==> config.mk <==
export PLATFORM = sky130hd
export DESIGN_NAME = burst_addr_gen
export DESIGN_NICKNAME = d
export VERILOG_FILES = /design/src/rtl/burst_addr_pkg.sv /design/src/rtl/burst_ctl.sv /design/src/rtl/burst_seq.sv /design/src/rtl/burst_addr_gen.sv
export SDC_FILE = /design/constraint.sdc
export NUM_CORES = 1
export LEC_CHECK = 0
export BUFFER_PORTS_ARGS = -buffer_cell sky130_fd_sc_hd__clkbuf_2
export CAP_MARGIN = 20
export CELL_PAD_IN_SITES_DETAIL_PLACEMENT = 1
export CELL_PAD_IN_SITES_GLOBAL_PLACEMENT = 1
export CORE_AREA = 4 4 57 59
export DETAILED_ROUTE_END_ITERATION = 16
export DIE_AREA = 0 0 61 63
export PLACE_DENSITY_LB_ADDON = 0.1
export REMOVE_ABC_BUFFERS = 1
export SETUP_SLACK_MARGIN = 0.5
export SLEW_MARGIN = 30
export SYNTH_ARGS = -nofsm -noshare
export SYNTH_HDL_FRONTEND = slang
export SYNTH_SLANG_ARGS = --single-unit
==> constraint.sdc <==
create_clock -name clk -period 1.4 [get_ports clk]
set_clock_uncertainty 0.2 [all_clocks]
set_input_delay 0.07 -clock clk [delete_from_list [all_inputs] [get_ports clk]]
set_output_delay 0.07 -clock clk [all_outputs]
set_load 0.02 [all_outputs]
==> src/rtl/burst_addr_pkg.sv <==
// Shared types for the burst address generator.
// Assumes the burst always spans exactly four words (two offset bits).
package burst_addr_pkg;
    localparam int unsigned OFS_W = 2;

    // Next-state choice for the address register
    typedef enum logic [1:0] {
        ACT_HOLD = 2'd0,
        ACT_LOAD = 2'd1,
        ACT_STEP = 2'd2
    } act_e;

    // Linear order: start plus beat count, modulo four
    function automatic logic [OFS_W-1:0] ofs_linear(input logic [OFS_W-1:0] base,
                                                   input logic [OFS_W-1:0] beat);
        return base + beat;
    endfunction

    // Interleaved order: start XOR beat count
    function automatic logic [OFS_W-1:0] ofs_xor(input logic [OFS_W-1:0] base,
                                                input logic [OFS_W-1:0] beat);
        return base ^ beat;
    endfunction
endpackage

==> src/rtl/burst_ctl.sv <==
// Decodes the strobes and the advance request into one action per edge.
// Assumes every control input is active low and sampled on the rising edge.
// A load always wins over a step.
module burst_ctl
    import burst_addr_pkg::*;
(
    input  logic strb_a_n,
    input  logic strb_b_n,
    input  logic adv_n,
    output act_e act
);
    // Priority decode: load, then step, then hold
    always_comb begin
        if (!strb_a_n || !strb_b_n) act = ACT_LOAD;
        else if (!adv_n)            act = ACT_STEP;
        else                        act = ACT_HOLD;
    end
endmodule

==> src/rtl/burst_seq.sv <==
// Holds the start offset and the beat count and forms the current low bits.
// Assumes the beat count wraps modulo four, so a burst returns to its start.
module burst_seq
    import burst_addr_pkg::*;
(
    input  logic             clk,
    input  logic             rst_n,
    input  act_e             act,
    input  logic [OFS_W-1:0] ld_ofs,
    input  logic             lin_n,
    output logic [OFS_W-1:0] cur_ofs
);
    logic [OFS_W-1:0] base_q;
    logic [OFS_W-1:0] beat_q;

    // Capture the start offset on a load and advance the beat count on a step
    always_ff @(posedge clk) begin
        if (!rst_n) begin
            base_q <= '0;
            beat_q <= '0;
        end else begin
            case (act)
                ACT_LOAD: begin
                    base_q <= ld_ofs;
                    beat_q <= '0;
                end
                ACT_STEP: beat_q <= beat_q + 1'b1;
                default:  ;
            endcase
        end
    end

    // Apply the selected ordering to the start offset and beat count
    always_comb begin
        cur_ofs = lin_n ? ofs_xor(base_q, beat_q) : ofs_linear(base_q, beat_q);
    end
endmodule

==> src/rtl/burst_addr_gen.sv <==
// Top level: captures the external address on a strobe and steps its two
// low bits through a four-beat burst on each advance.
// Assumes ADDR_W > 2 and that lin_n stays steady for the length of a burst.
module burst_addr_gen
    import burst_addr_pkg::*;
#(
    parameter int unsigned ADDR_W = 18
) (
    input  logic              clk,
    input  logic              rst_n,
    input  logic [ADDR_W-1:0] ext_addr,
    input  logic              strb_a_n,
    input  logic              strb_b_n,
    input  logic              adv_n,
    input  logic              lin_n,
    output logic [ADDR_W-1:0] mem_addr
);
    localparam int unsigned HI_W = ADDR_W - OFS_W;

    act_e             act;
    logic [HI_W-1:0]  hi_q;
    logic [OFS_W-1:0] ofs;

    burst_ctl u_ctl (
        .strb_a_n (strb_a_n),
        .strb_b_n (strb_b_n),
        .adv_n    (adv_n),
        .act      (act)
    );

    burst_seq u_seq (
        .clk     (clk),
        .rst_n   (rst_n),
        .act     (act),
        .ld_ofs  (ext_addr[OFS_W-1:0]),
        .lin_n   (lin_n),
        .cur_ofs (ofs)
    );

    // Keep the upper address bits; they change only on a load
    always_ff @(posedge clk) begin
        if (!rst_n)               hi_q <= '0;
        else if (act == ACT_LOAD) hi_q <= ext_addr[ADDR_W-1:OFS_W];
    end

    // Put the upper bits and the sequenced offset together
    always_comb mem_addr = {hi_q, ofs};
endmodule

==> impl_results.md <==
* Status: finished, violations left
* Violated checks: negative hold slack, negative setup slack
* Max Root-Sink Buffers at 2
* CORE AREA at roughly 2700 µm²
* Peak supply drop at between 0.5 and 0.6 mV
* Setup crit end kind: flop
* 1st-iter DRT viols at 25
* Worst-Skew Late Latency at approximately 0.3 ns
* Max cap viols at 0
* IO Port Bufs at 41
* Critical Setup Path Class: flop to flop
* Clock sink count at 20
* Slew margin rel. at 70.8%
* Routed WL per cell at 13.9 µm
* Die ar. at a little under 4000 µm²
* Final hold viol count at 2
* Total power at about 1.3 mW
* FF-to-FF Start: u_seq.beat_q[0]
* Fmax at about 0.67 GHz
* Leak at 0.747 nW
* Pwr dens at ~800 nW/µm²
* Final net count at 186
* DP Wirelength at 1470 µm
* Compound-Gate Fraction of Synth Area at about a fifth
* Number of buffers created by CTS at 3
* Fin crit period at about 1.5 ns
* Final Instance Area at about 1600 µm²
* Routed vias at approximately 860
* DRT antenna net count at 0
* CTS tree: done
* Crit Path Max Fanout at 2
* N_diodes at 0
* Die Wd at approximately 61 µm
* GPL Wtd Cong at around 0.65
* Hold Crit Depth at 3
* Largest family of logic cells by synthesized area: simple AND/OR/NAND/NOR gates
* I/O pins at 42
* Layout cells sized above 1 at between 60% and 70%
* WP data arrival at between 1.5 and 2 ns
* Initial antenna violation count at 0
* Worst r2r path cells at 8
* Final setup fails at 2
* Starting Density at between 30% and 40%
* Placed Area at around 1000 µm²
* Yosys warns at 0
* GRT Resource Usage Total at between 10% and 20%
* Final Non-Filler Cells at ~190
* Vias in the first global route at 913
* Post-synthesis cell area at about 840 µm²
* Post-Synth Simple-Gate Area at a little over a fifth
* Fin crit share at 107%
* Tightest Hold Check Type: input pin to flop
* Height of the die at approximately 63 µm
* Hold WS at -0.146 ns
* Drc violations at 0
* Area grow syn2layout at 96.7%
* Worst hold path endpoint: u_seq.beat_q[0]
* Adder-cell share of the synthesized area at under 10%
* Startpoint types: flop
* Final wirelength at 2660 µm
* 1st-pass router iterations at 4
* H-tree depth at 1
* Critical R2R Capture: u_seq.beat_q[1]
* Fill cell total of the finished layout at 293
* First-pass GRT wire length at between 4000 and 5000 µm
* Xor/xnor share of the synthesized area at approximately 3.1%
* CTS clock-pin slew for the worst setup and hold paths at 0.12 ns
* Placed Cells at between 150 and 200
* CTS Root Cell: clkbuf_4
* Seq/Total Area, Yosys at 47.8%
* Hold buffers post-CTS at 18
* Setup slack, reg-to-reg at -0.1 ns
* Setup_tns at -0.181 ns
* Largest net degree at the start of global routing at 20
* RSZ-0062 raised after global routing: true
* Proportion of synthesized area in mux cells at 0%
* Cells after synthesis at about 90
* Drt via density at 4.50
* Num rows at 19
* GR Overflow Total at 0
* Hold Path Origin: adv_n
* Slew Limit Fails at 0
* Required @ worst endpoint at 1.45 ns
* Syn_area_per_cell at slightly above 9 µm²
* Synth Register Bits at 20
* Post-synth cell types at 16
* Worst slew pin tran at 0.438 ns
* Worst setup margin at -0.0951 ns
* Final Core Density at 60.8%
cells in the mapped netlist (all sizes together):
master | n | area (µm²)
ha | 1 | 12.5
dfxtp | 20 | 400
xnor2 | 3 | 26.3
clkbuf | 2 | 8.75
nor2b | 3 | 18.8
and2 | 1 | 7.51
buf | 3 | 36.3
nor3 | 1 | 5.00
a21boi | 18 | 173
nand2 | 38 | 145
nor2 | 1 | 3.75
worst max-delay path, cell delays in order (launching register included):
cell and delay [ns]:
dfxtp_4 0.37, buf_4 0.13, buf_6 0.10, buf_6 0.10, buf_6 0.10, buf_6 0.11, nor2b_4 0.13, xnor2_2 0.12
nor2_1 0.09
layout by cell type, fill, tap and decap left out:
master,instances
a21boi_1,2
nor2b_4,2
nand2_2,4
clkbuf_8,1
clkbuf_2,23
buf_8,17
and2_2,1
buf_6,8
nor2_1,1
dlymetal6s4s_1,2
dfxtp_4,2
nand2_1,33
nor2b_2,1
dlygate4sd3_1,16
clkbuf_4,3
a21boi_2,11
nand2_4,1
a21boi_0,5
xnor2_2,3
dfxtp_2,16
ha_4,1
dfxtp_1,2
buf_4,4
nor3_2,1
where the power goes:
part | switching, mW | internal [mW]
clock | 0.187 | 0.159
sequential | 0.0319 | 0.606
combinational | 0.136 | 0.202
total | 0.355 | 0.967
cell families (layout without fill, tap and decap cells):
family,count (synthesis),count (layout)
fa+ha+maj,1,1
buf+inv,5,74
xor+xnor,3,3
flops,20,20
simple gates,44,44
compound gates,18,18
sequential cells by signal (all words and copies together) (netlist names):
register      cells
hi_q             16
u_seq.beat_q      2
u_seq.base_q      2
worst max-delay path by stage:
stage / slack [ns] / cells after the start / end / start
final: -0.1 / 8 / u_seq.beat_q[1] / u_seq.beat_q[0]
after global placement: 0.22 / 4 / mem_addr[1] / u_seq.beat_q[0]
after CTS: -0.14 / 4 / mem_addr[1] / u_seq.beat_q[0]
after detailed placement: 0.13 / 4 / mem_addr[1] / u_seq.beat_q[0]
after floorplan: 0.15 / 3 / mem_addr[1] / u_seq.beat_q[0]
after global routing: -0.16 / 8 / u_seq.beat_q[1] / u_seq.beat_q[0]
final cells by class:
type | instances | area, µm² | area share [%]
well taps | 31 | 38.8 | 2.36
repair buffers | 70 | 676 | 41.0
clock buffers | 4 | 36.3 | 2.20
flip-flops and latches | 20 | 428 | 26.0
multi-input cells | 66 | 468 | 28.4
metal layers:
metal	track usage, %	routed length [µm]
met2	26.9	1480
met5	0	0
met1	17.4	1030
met4	5.69	19
met3	3.72	143
stage by stage:
step | setup slack (ns) | hold slack [ns]
floorplan | 0.150 | 0.0126
CTS | -0.143 | -0.148
global route | -0.162 | -0.126
finish | -0.0951 | -0.146
global placement | 0.223 | 0.108
detailed placement | 0.134 | 0.114
what timing repair did:
| action | in CTS | in global routing |
|---|---|---|
| gates resized for setup | 64 | 39 |
| setup buffers | 7 | 4 |
| pin swaps | 4 | 9 |
| hold endpoints to repair | 20 | 2 |
| endpoints found under the setup margin | 20 | 27 |
(Power assumes the default switching activity.)
